[config.mk]
export PLATFORM = sky130hd
export DESIGN_NAME = bru_unit
export DESIGN_NICKNAME = d
export VERILOG_FILES = /design/src/rtl/bru_pkg.sv /design/src/rtl/bru_decode.sv /design/src/rtl/bru_cond.sv /design/src/rtl/bru_target.sv /design/src/rtl/bru_unit.sv
export SDC_FILE = /design/constraint.sdc
export NUM_CORES = 1
export LEC_CHECK = 0
export ABC_AREA = 1
export BUFFER_PORTS_ARGS = -buffer_cell sky130_fd_sc_hd__buf_2
export CORE_ASPECT_RATIO = 0.75
export CORE_UTILIZATION = 45
export CTS_CLUSTER_SIZE = 14
export DETAILED_ROUTE_END_ITERATION = 10
export PLACE_DENSITY_LB_ADDON = 0.08
export SETUP_SLACK_MARGIN = 0.4
export SKIP_CTS_REPAIR_TIMING = 1
export SLEW_MARGIN = 0
export SYNTH_ARGS = -nofsm -noshare
export SYNTH_HDL_FRONTEND = slang
export SYNTH_SLANG_ARGS = --single-unit
[constraint.sdc]
create_clock -name clk -period 2.1 [get_ports clk]
set_input_delay 0.42 -clock clk [delete_from_list [all_inputs] [get_ports clk]]
set_output_delay 0.42 -clock clk [all_outputs]
set_load 0.02 [all_outputs]
[src/rtl/bru_pkg.sv]
package bru_pkg;
  typedef enum logic [3:0] {
    K_NONE, K_JP, K_JPCC, K_JR, K_JRCC, K_LOOP,
    K_JPHL, K_CALL, K_CALLCC, K_RET, K_RETCC, K_RST
  } kind_t;

  localparam int FLAG_C  = 0;
  localparam int FLAG_PV = 2;
  localparam int FLAG_Z  = 6;
  localparam int FLAG_S  = 7;
  localparam int BYTE_W  = 8;
endpackage

[src/rtl/bru_decode.sv]
module bru_decode
  import bru_pkg::*;
(
  input  logic [BYTE_W-1:0] op,
  output kind_t             kind,
  output logic [1:0]        len,
  output logic [2:0]        cc
);
  always_comb begin
    kind = K_NONE;
    len  = 2'd1;
    cc   = op[5:3];
    if (op[7:6] == 2'b11) begin
      unique case (op[2:0])
        3'b000:  kind = K_RETCC;
        3'b010:  begin kind = K_JPCC;   len = 2'd3; end
        3'b100:  begin kind = K_CALLCC; len = 2'd3; end
        3'b111:  kind = K_RST;
        default: ;
      endcase
    end
    unique case (op)
      8'hC3: begin kind = K_JP;   len = 2'd3; end
      8'hCD: begin kind = K_CALL; len = 2'd3; end
      8'hC9: kind = K_RET;
      8'hE9: kind = K_JPHL;
      8'h18: begin kind = K_JR;   len = 2'd2; end
      8'h10: begin kind = K_LOOP; len = 2'd2; end
      8'h20, 8'h28, 8'h30, 8'h38: begin
        kind = K_JRCC;
        len  = 2'd2;
        cc   = {1'b0, op[4:3]};
      end
      default: ;
    endcase
  end
endmodule

[src/rtl/bru_cond.sv]
module bru_cond
  import bru_pkg::*;
(
  input  logic [2:0]        cc,
  input  logic [BYTE_W-1:0] flags,
  output logic              holds
);
  logic picked;
  always_comb begin
    unique case (cc[2:1])
      2'd0: picked = flags[FLAG_Z];
      2'd1: picked = flags[FLAG_C];
      2'd2: picked = flags[FLAG_PV];
      default: picked = flags[FLAG_S];
    endcase
    holds = cc[0] ? picked : ~picked;
  end
endmodule

[src/rtl/bru_target.sv]
module bru_target
  import bru_pkg::*;
#(
  parameter int ADDR_W = 16
) (
  input  kind_t             kind,
  input  logic [1:0]        len,
  input  logic [BYTE_W-1:0] op,
  input  logic [ADDR_W-1:0] pc,
  input  logic [ADDR_W-1:0] imm,
  input  logic [ADDR_W-1:0] hl,
  output logic [ADDR_W-1:0] fall,
  output logic [ADDR_W-1:0] target
);
  localparam int EXT_W = ADDR_W - BYTE_W;
  logic [ADDR_W-1:0] disp_ext;
  logic [ADDR_W-1:0] rst_vec;

  assign fall     = pc + ADDR_W'(len);
  assign disp_ext = {{EXT_W{imm[BYTE_W-1]}}, imm[BYTE_W-1:0]};
  assign rst_vec  = {{EXT_W{1'b0}}, op & 8'h38};

  always_comb begin
    unique case (kind)
      K_JP, K_JPCC, K_CALL, K_CALLCC: target = imm;
      K_JR, K_JRCC, K_LOOP:           target = fall + disp_ext;
      K_JPHL:                         target = hl;
      K_RST:                          target = rst_vec;
      default:                        target = fall;
    endcase
  end
endmodule

[src/rtl/bru_unit.sv]
module bru_unit
  import bru_pkg::*;
#(
  parameter int ADDR_W = 16
) (
  input  logic              clk,
  input  logic              rst_n,
  input  logic              in_valid,
  output logic              in_ready,
  input  logic [7:0]        in_opcode,
  input  logic [7:0]        in_flags,
  input  logic [ADDR_W-1:0] in_pc,
  input  logic [ADDR_W-1:0] in_imm,
  input  logic [ADDR_W-1:0] in_hl,
  input  logic [7:0]        in_b,
  output logic              out_valid,
  input  logic              out_ready,
  output logic              out_taken,
  output logic [ADDR_W-1:0] out_next_pc,
  output logic              out_push,
  output logic              out_pop,
  output logic [ADDR_W-1:0] out_ret_addr,
  output logic              out_b_we,
  output logic [7:0]        out_b
);
  typedef struct packed {
    logic              taken;
    logic [ADDR_W-1:0] next_pc;
    logic              push;
    logic              pop;
    logic [ADDR_W-1:0] ret_addr;
    logic              b_we;
    logic [7:0]        b;
  } res_t;

  kind_t             kind;
  logic [1:0]        len;
  logic [2:0]        cc;
  logic              cond_ok;
  logic [ADDR_W-1:0] fall, target;
  logic [7:0]        b_dec;
  logic              taken, is_ret, is_push;
  res_t              res_d, res_q;
  logic              load;

  bru_decode u_dec (.op(in_opcode), .kind(kind), .len(len), .cc(cc));
  bru_cond   u_cond (.cc(cc), .flags(in_flags), .holds(cond_ok));
  bru_target #(.ADDR_W(ADDR_W)) u_tgt (
    .kind(kind), .len(len), .op(in_opcode), .pc(in_pc), .imm(in_imm),
    .hl(in_hl), .fall(fall), .target(target)
  );

  assign b_dec = in_b - 8'd1;

  always_comb begin
    unique case (kind)
      K_JP, K_JR, K_JPHL, K_CALL, K_RET, K_RST: taken = 1'b1;
      K_JPCC, K_JRCC, K_CALLCC, K_RETCC:        taken = cond_ok;
      K_LOOP:                                   taken = (b_dec != 8'd0);
      default:                                  taken = 1'b0;
    endcase
    is_ret  = (kind == K_RET) || (kind == K_RETCC);
    is_push = (kind == K_CALL) || (kind == K_CALLCC) || (kind == K_RST);
    res_d.taken    = taken;
    res_d.next_pc  = (taken && !is_ret) ? target : fall;
    res_d.push     = taken && is_push;
    res_d.pop      = taken && is_ret;
    res_d.ret_addr = fall;
    res_d.b_we     = (kind == K_LOOP);
    res_d.b        = b_dec;
  end

  assign in_ready = !out_valid || out_ready;
  assign load     = in_valid && in_ready;

  always_ff @(posedge clk or negedge rst_n) begin
    if (!rst_n) begin
      out_valid <= 1'b0;
      res_q     <= '0;
    end else begin
      if (load) begin
        out_valid <= 1'b1;
        res_q     <= res_d;
      end else if (out_ready) begin
        out_valid <= 1'b0;
      end
    end
  end

  assign out_taken    = res_q.taken;
  assign out_next_pc  = res_q.next_pc;
  assign out_push     = res_q.push;
  assign out_pop      = res_q.pop;
  assign out_ret_addr = res_q.ret_addr;
  assign out_b_we     = res_q.b_we;
  assign out_b        = res_q.b;
endmodule

==> results of run 1 <==
[stage by stage]
stage | std cells | hold slack [ns] | worst slack (ns)
after global placement | 956 | 0.452 | -1.92
after CTS | 964 | 0.227 | -1.79
after detailed placement | 956 | 0.454 | -2.08
after global routing | 1002 | 0.253 | -1.85
after floorplan | 641 | 0.124 | -1.70
final | 1002 | 0.208 | -1.60
[cells in the mapped netlist (3+ instances only)]
cell type,n,area (sq um)
nand2_4,3,33.8
nand3_1,59,295
a21o_1,3,22.5
inv_2,9,33.8
xor2_1,9,78.8
nand3_2,12,120
inv_1,75,282
nand2_1,213,800
xnor2_1,4,35.0
a31oi_1,3,18.8
dfrtp_1,45,1130
o21ai_0,37,185
buf_2,4,20.0
ha_1,22,275
a22oi_1,4,30.0
nor2_2,5,31.3
nand3b_1,4,30.0
nand2_2,13,81.3
a21oi_1,23,115
clkbuf_1,8,30.0
nor2_1,53,199
nand4_1,7,43.8
[area by class of cell]
cell class | instances | area share
timing repair buffer | 258 | 0.253
clock buffer | 5 | 0.0177
multi-input combinational | 499 | 0.497
tap | 108 | 0.0191
inverter | 84 | 0.0500
sequential | 45 | 0.159
clock inverter | 3 | 0.00354
[placed cells by master (no fill, tap or decap), types with 22 or more instances in the layout]
cell     synthesis  final
dfrtp_1         45     45
nand3_2         12     22
nand3_1         59     48
nand2_1        213    180
nand2_2         13     29
buf_2            4    107
buf_4            1    129
inv_1           75     47
inv_2            9     26
nor2_1          53     31
[power by group]
| part | switching (mW) | internal, mW |
|---|---|---|
| Combinational | 0.939 | 0.702 |
| Clock | 0.353 | 0.447 |
| Sequential | 0.0713 | 0.990 |
[registers in the layout (all words and copies together) (netlist names)]
signal / count
out_ret_addr: 16
out_next_pc: 16
out_valid: 1
out_taken: 1
out_push: 1
out_b: 8
out_pop: 1
out_b_we: 1
[worst reg2reg max path, cell delays in order (launching register included)]
cell and delay (ns):
dfrtp_1 0.38, nand2_1 0.12, nand2_2 0.09, inv_1 0.06, buf_4 0.29, nor2_1 0.10, a31oi_1 0.14
[kinds of logic (layout without fill, tap and decap cells)]
| logic type | count (synthesis) | count (layout) | synth area share |
|---|---|---|---|
| simple gates | 379 | 382 | 0.416 |
| xor+xnor | 13 | 13 | 0.0276 |
| flops | 45 | 45 | 0.273 |
| buf+inv | 100 | 350 | 0.0976 |
| fa+ha+maj | 24 | 24 | 0.0764 |
| compound gates | 80 | 80 | 0.109 |
[path summary, 6_finish.rpt]
| path | endpoint | startpoint |
|---|---|---|
| setup / recovery | out_next_pc[13] | in_opcode[5] |
| hold / removal | out_b[4] | rst_n |
| setup reg to reg | out_b[3] | out_valid |
| hold reg to reg | out_pop | out_pop |
| max in group asynchronous | out_ret_addr[6] | rst_n |
| min in group clk | out_valid | in_valid |
[per-layer routing]
layer  global-route usage  up-vias  part of all wire
met4               0.0703        0             0.019
met5                    0        -                 0
met2                0.498      199              0.48
li1                     -     2566                 -
met3               0.0457       25             0.063
met1                0.390     2445              0.44
==> results.yml, run 1 <==
pwr:
  p_total_mw: 3.50
  power_leakage_nw: 3.70
  vdd_drop_max_mv: 0.561
  powerDensity_nw_per_um2: 496
sta:
  drv_slew: 0
  rsz0062_at_grt: "yes"
  worstMarginPinSlew_ns: 0.570
  tns_ns: -22.63
  fmax_mhz: 270
  layout_setup_ws_ns: -1.60
  min_period_over_period: 1.76
  period_needed_ns: 3.70
  setup_violations: 28
  maxSlewHeadroom: 0.620
  fin_skew_ns: 0.00568
  final_hold_viol_count: 0
finish:
  multi_input_area_sq_um: 3510
  n_fill_cell: 577
  seqCellArea_sq_um: 1130
  antenna_cells: 0
  final_area_sq_um: 7060
  nets: 993
  syn2layout_area_growth_pct: 71.1
  fin_util: 0.814
  drive_above_1_share: 0.523
critical_path:
  r2r_slack_ns: 0.85
  critPathMaxStageDelay_ns: 0.36
  cp_max_fo: 4
  end_kind: "register"
  cpMaxStageDelayCell: "fa_2"
  cp_data_required_time_ns: 2.29
  critPathKind: "input port to register"
  cp_data_arrival_time_ns: 3.89
  path_depth: 32
  crit_path_frequent_cell: "inv_2"
  worstRegToRegCells: 6
  path_buf_inv: 10
  critPathTopFamily: "simple AND/OR/NAND/NOR gates"
  crit_path_start_kind: "input port"
cts:
  cts_sinks: 45
  cts_tree: "done"
  cts-root-buf: "clkbuf_16"
  clk_pin_slew_worst_paths_ns: 0.07
  clkLatencyLatePin_ns: 0.29
  clockBufferDepth: 2
  htreeDepth: 2
  cts_buffers: 5
global_routing:
  grt_max_degree: 46
  overflow: 0
  grt_pass1_wl_um: 22000
  grt_pass1_vias: 4731
  antenna_found_initial: 0
  grtUsageTotal: 0.292
detailed_routing:
  drtIter0Drc: 332
  vias: 5235
  route.detailed.drc: 0
  avgViaCountPerCell: 5.22
  antenna_left: 0
  routed_wl_um: 15800
  first_pass_iters: 7
  routedWlPerCell_um: 15.7
run:
  cap_violations: 0
place:
  gp_congestion: 0.886
  place_area_sq_um: 5810
  hpwl_um: 11100
  place.port_buffers: 117
floorplanning:
  die_x_um: 113
  start_util: 0.476
  ios: 122
  fp.coreArea_sq_um: 8670
  rows: 29
  die_y_um: 84.9
  dieArea_sq_um: 9560
logic_synthesis:
  ys_seq_area_frac: 0.273
  yosysUniqueCellTypes: 41
  async_flop_share: 1.00
  postSynthAreaPerCell_sq_um: 6.44
  synth_warnings: 0
  syn_nets: 741
  ys_ff_latch: 45
  ys.flop_type: "dfrtp_1"
  synth_area_sq_um: 4130
  synth_edf_count: 0
  syn_inst: 641
worst_hold_path:
  hp-class: "input port to asynchronous set/reset pin"
outcome:
  violations: "negative setup slack"
  outcome: "complete, but fails checks"
(Power assumes the default switching activity.)
==> inputs of run 2 (changes only) <==
--- a/config.mk
+++ b/config.mk
@@ -5,7 +5,7 @@
 export SDC_FILE = /design/constraint.sdc
 export NUM_CORES = 1
 export LEC_CHECK = 0
-export ABC_AREA = 1
+export ABC_AREA = 0
 export BUFFER_PORTS_ARGS = -buffer_cell sky130_fd_sc_hd__buf_2
 export CORE_ASPECT_RATIO = 0.75
 export CORE_UTILIZATION = 45
==> run 2 against run 1 <==
Net effect: the run ends with design-rule violations, negative setup slack left; hold slack lost 0.018 ns; global-route usage shrank 1.5 points; setup slack lost 0.43 ns; sequential share of layout area grew 2.7 points; die area shrank 11%; maximum frequency shrank 10%; cell count shrank 21%; combinational power shrank 12%; power shrank 13%; first-iteration DRC count shrank 42%; critical endpoint is now out_next_pc[15]; largest cell class unchanged; highest routed layer unchanged.
==> results.yml, run 2 <==
cts:
  cts_tree: "done"
  cts-root-buf: "clkbuf_8"
  clockBufferDepth: 2
  cts_buffers: 5
  clk_pin_slew_worst_paths_ns: 0.09
  cts_sinks: 45
  htreeDepth: 2
  clkLatencyLatePin_ns: 0.30
detailed_routing:
  avgViaCountPerCell: 5.44
  routedWlPerCell_um: 16.0
  vias: 4328
  route.detailed.drc: 3
  first_pass_iters: 7
  routed_wl_um: 12700
  drtIter0Drc: 193
  antenna_left: 0
sta:
  setup_violations: 29
  final_hold_viol_count: 0
  fin_skew_ns: 0.00792
  period_needed_ns: 4.14
  layout_setup_ws_ns: -2.04
  fmax_mhz: 242
  worstMarginPinSlew_ns: 0.581
  drv_slew: 0
  min_period_over_period: 1.97
  maxSlewHeadroom: 0.613
  fin_hold_ws_ns: 0.190
  rsz0062_at_grt: "yes"
global_routing:
  grt_pass1_vias: 3775
  grtUsageTotal: 0.278
  overflow: 0
  antenna_found_initial: 0
  grt_pass1_wl_um: 18400
  grt_max_degree: 46
finish:
  antenna_cells: 0
  nets: 790
  syn2layout_area_growth_pct: 65.5
  drive_above_1_share: 0.514
  layout_common_cells: "buf_4, buf_2, nand2_1"
  n_fill_cell: 568
  final_area_sq_um: 6050
  seqCellArea_sq_um: 1130
  multi_input_area_sq_um: 2970
  final_common_cell: "buf_4"
  fin_util: 0.767
floorplanning:
  rows: 28
  fp.coreArea_sq_um: 7880
  start_util: 0.463
  die_x_um: 106
  ios: 122
  dieArea_sq_um: 8490
  die_y_um: 80.0
place:
  hpwl_um: 9410
  place_area_sq_um: 5330
  place.port_buffers: 117
  gp_congestion: 0.876
critical_path:
  crit_path_frequent_cell: "buf_6"
  critPathTopFamily: "buffers and inverters"
  end_kind: "register"
  cp_max_fo: 4
  cpMaxStageDelayCell: "a2111oi_4"
  crit_path_start_kind: "input port"
  cp_data_required_time_ns: 2.32
  critPathKind: "input port to register"
  critPathMaxStageDelay_ns: 0.41
  cp_data_arrival_time_ns: 4.35
  r2r_slack_ns: 0.61
  crit_chain: "buf_2, nor2_4, buf_6, nor3_4, buf_4, inv_2, ha_1, inv_1, fa_2, buf_6, nor4_4, buf_6, nand3_4, xnor2_2, ha_1, buf_4, nand2_1, and3_4, a2111oi_4, o311ai_4, nand2b_4, a211o_1, o211ai_1"
  path_buf_inv: 8
logic_synthesis:
  postSynthAreaPerCell_sq_um: 8.14
  synth_area_sq_um: 3650
  synth_area_leaders: "dfrtp_1, nand2_1, ha_1"
  syn_nets: 549
  synth_top_area_frac: 0.308
  synth_commonest_cells: "nand2_1, dfrtp_1, o21ai_0"
  synth.most_common_cell: "nand2_1"
  syn_inst: 449
  ys_seq_area_frac: 0.308
  synth_edf_count: 0
  synth_warnings: 0
  yosys.area.top_type: "dfrtp_1"
  yosysUniqueCellTypes: 59
  async_flop_share: 1.00
  ys_ff_latch: 45
  ys.flop_type: "dfrtp_1"
pwr:
  power_leakage_nw: 2.94
  powerDensity_nw_per_um2: 503
  vdd_drop_max_mv: 0.281
worst_hold_path:
  hp-class: "input port to asynchronous set/reset pin"
outcome:
  outcome: "complete, but fails checks"
  violations: "design-rule violations, negative setup slack"
run:
  cap_violations: 0
run 2: power by group:
group | internal [mW] | switching, mW | leakage [nW] | total [mW]
Sequential | 0.981 | 0.0575 | 0.557 | 1.04
Clock | 0.237 | 0.328 | 0.0445 | 0.565
Combinational | 0.662 | 0.777 | 2.34 | 1.44
Total | 1.88 | 1.16 | 2.94 | 3.04
run 2: cell type report:
| class | count | area share |
|---|---|---|
| clock buffers | 5 | 0.0114 |
| clock inverters | 3 | 0.00352 |
| flip-flops and latches | 45 | 0.186 |
| inverters | 17 | 0.0106 |
| multi-input cells | 369 | 0.491 |
| repair buffers | 252 | 0.276 |
| well taps | 105 | 0.0217 |
run 2: through the flow:
| step | power, mW | worst slack, ns | instances | TNS, ns |
|---|---|---|---|---|
| floorplan | 1.72 | -2.02 | 449 | -25.51 |
| global placement | 2.25 | -2.27 | 770 | -37.00 |
| detailed placement | 2.28 | -2.40 | 770 | -39.26 |
| CTS | 2.84 | -2.08 | 778 | -28.68 |
| global route | 3.21 | -2.17 | 796 | -28.77 |
| finish | 3.04 | -2.04 | 796 | -25.01 |
run 2: cells by family after synthesis:
group	after synthesis	share of synthesized area
and+or+nand+nor	184	0.243
AOI/OAI and AO/OA	118	0.211
DFF	45	0.308
buffers and inverters	35	0.0387
xor gates and xnor gates	30	0.0719
adders and majority gates	24	0.0863
muxes	13	0.0404
run 2: path summary, 6_finish.rpt:
kind,depth (start not counted),to,from
worst max-delay path,23,out_next_pc[15],in_opcode[4]
worst min-delay path,2,out_b[6],rst_n
worst max register to register,5,out_next_pc[12],out_valid
worst min register to register,2,out_ret_addr[3],out_ret_addr[3]
max in group asynchronous,2,out_ret_addr[6],rst_n
min in group clk,2,out_b[0],in_b[0]
run 2: routing by layer:
| layer | GRT usage | share of wire |
|---|---|---|
| met1 | 0.419 | 0.47 |
| met2 | 0.419 | 0.45 |
| met3 | 0.0408 | 0.060 |
| met4 | 0.0486 | 0.016 |
| met5 | 0 | 0 |
==> inputs of run 3 (changes only) <==
--- a/config.mk
+++ b/config.mk
@@ -9,9 +9,9 @@
 export BUFFER_PORTS_ARGS = -buffer_cell sky130_fd_sc_hd__buf_2
 export CORE_ASPECT_RATIO = 0.75
 export CORE_UTILIZATION = 45
-export CTS_CLUSTER_SIZE = 14
+export CTS_CLUSTER_SIZE = 25
 export DETAILED_ROUTE_END_ITERATION = 10
-export PLACE_DENSITY_LB_ADDON = 0.08
+export PLACE_DENSITY = 0.7
 export SETUP_SLACK_MARGIN = 0.4
 export SKIP_CTS_REPAIR_TIMING = 1
 export SLEW_MARGIN = 0
==> run 3 against run 2 <==
Net effect: the flow finishes with violations (negative setup slack); sequential power is essentially flat; via count up 13%; sequential share of layout area shrank 1.4 points; highest routed layer unchanged; setup slack got worse by 0.12 ns; cell count increased by 3.5%; critical endpoint unchanged; non-clock buffer count up 28; count of clock-buffer cells in the layout grew 1; cell area rose by 8.4%.
==> results.yml, run 3 (synthesis results as in run 2) <==
detailed_routing:
  route.detailed.drc: 0
  antenna_left: 0
  drtIter0Drc: 299
  first_pass_iters: 5
  routed_wl_um: 16500
  routedWlPerCell_um: 20.1
  avgViaCountPerCell: 5.93
  vias: 4887
worst_hold_path:
  hp-class: "input port to asynchronous set/reset pin"
floorplanning:
  dieArea_sq_um: 8490
  die_x_um: 106
  fp.coreArea_sq_um: 7880
  start_util: 0.463
  rows: 28
  ios: 122
  die_y_um: 80.0
critical_path:
  r2r_slack_ns: 0.61
  crit_path_start_kind: "input port"
  r2r-start: "out_valid"
  worstRegToRegCells: 5
  crit_start: "in_opcode[1]"
  cp_data_arrival_time_ns: 4.50
  crit_end: "out_next_pc[15]"
  cp_max_fo: 3
  timing.rr.end: "out_next_pc[13]"
  cp_data_required_time_ns: 2.34
  end_kind: "register"
  critPathKind: "input port to register"
cts:
  cts_sinks: 45
  htreeDepth: 2
  cts_buffers: 5
  clk_pin_slew_worst_paths_ns: 0.11
  clkLatencyLatePin_ns: 0.33
  cts-root-buf: "clkbuf_8"
  clockBufferDepth: 2
  cts_tree: "done"
finish:
  antenna_cells: 0
  fin_util: 0.831
  nets: 818
  final_common_cell: "buf_4"
  n_fill_cell: 435
  syn2layout_area_growth_pct: 79.3
  layout_common_cells: "buf_4, buf_2, nand2_1"
  drive_above_1_share: 0.558
sta:
  drv_slew: 0
  fmax_mhz: 235
  fin_skew_ns: 0.00963
  worstMarginPinSlew_ns: 0.619
  maxSlewHeadroom: 0.587
  period_needed_ns: 4.26
  setup_violations: 34
  fin_hold_ws_ns: 0.185
  rsz0062_at_grt: "yes"
  min_period_over_period: 2.03
  final_hold_viol_count: 0
  layout_setup_ws_ns: -2.16
place:
  hpwl_um: 9750
  gp_congestion: 0.888
  place.port_buffers: 117
outcome:
  violations: "negative setup slack"
  outcome: "complete, but fails checks"
global_routing:
  overflow: 0
  grt_max_degree: 46
  grt_pass1_vias: 4044
  antenna_found_initial: 0
  grt_pass1_wl_um: 19600
  grtUsageTotal: 0.295
pwr:
  vdd_drop_max_mv: 0.346
  power_leakage_nw: 3.14
  powerDensity_nw_per_um2: 528
run:
  cap_violations: 0
==> run 3: cell count changes in the layout (fill, tap and decap cells not counted), sizes merged <==
cell      delta
clkinvlp     -1
bufinv       +1
buf         +29
inv          -1
==> run 3: how the worst min path moves through the flow <==
stage,from,endpoint,slack [ns],depth (start not counted)
after CTS,rst_n,out_next_pc[10],0.21,2
after global placement,out_ret_addr[2],out_ret_addr[2],0.45,2
after detailed placement,out_ret_addr[15],out_ret_addr[15],0.46,2
after global routing,rst_n,out_ret_addr[3],0.23,2
final,rst_n,out_b[4],0.19,2
after floorplan,rst_n,out_b[0],0.12,0
==> run 3: worst max-delay path: stages <==
cell	delay, ns
buf_6	0.09
or3_4	0.39
nor3_4	0.21
or2_4	0.18
inv_2	0.05
fa_2	0.41
buf_12	0.16
nor4_4	0.22
buf_6	0.17
nand3_2	0.12
xnor2_2	0.16
ha_1	0.30
a21o_1	0.17
a21oi_2	0.21
and3_4	0.23
a2111oi_4	0.06
o311ai_4	0.10
or4b_4	0.48
a211o_1	0.27
o211ai_1	0.09
==> run 3: final cells by class <==
class | instances | area (sq um) | share of cell area
repair buffers | 280 | 1950 | 0.298
well taps | 105 | 131 | 0.0200
clock inverters | 2 | 38.8 | 0.00592
multi-input cells | 369 | 3160 | 0.483
clock buffers | 6 | 72.6 | 0.0111
inverters | 17 | 66.3 | 0.0101
flip-flops and latches | 45 | 1130 | 0.172
==> run 3: metal layers <==
layer / global-route usage / vias to the layer above / share of wire
li1: - / 2137 / -
met1: 0.398 / 2304 / 0.39
met2: 0.484 / 343 / 0.46
met3: 0.0637 / 103 / 0.079
met4: 0.0694 / 0 / 0.066
met5: 0 / - / 0
==> run 3: through the flow <==
stage               worst slack (ns)  setup TNS, ns  std cells  power, mW  instance area (sq um)
floorplan                      -2.02         -25.51        449       1.72                   3810
global placement               -2.20         -37.55        782       2.28                   5450
detailed placement             -2.40         -39.80        782       2.32                   5450
CTS                            -2.09         -29.13        790       3.00                   5560
global route                   -2.33         -34.26        824       3.61                   6550
finish                         -2.16         -30.87        824       3.46                   6550
==> run 3: where the power goes <==
| part | total, mW | switching (mW) | internal, mW |
|---|---|---|---|
| sequential | 1.05 | 0.0689 | 0.981 |
| clock | 0.704 | 0.346 | 0.358 |
| combinational | 1.71 | 0.921 | 0.788 |
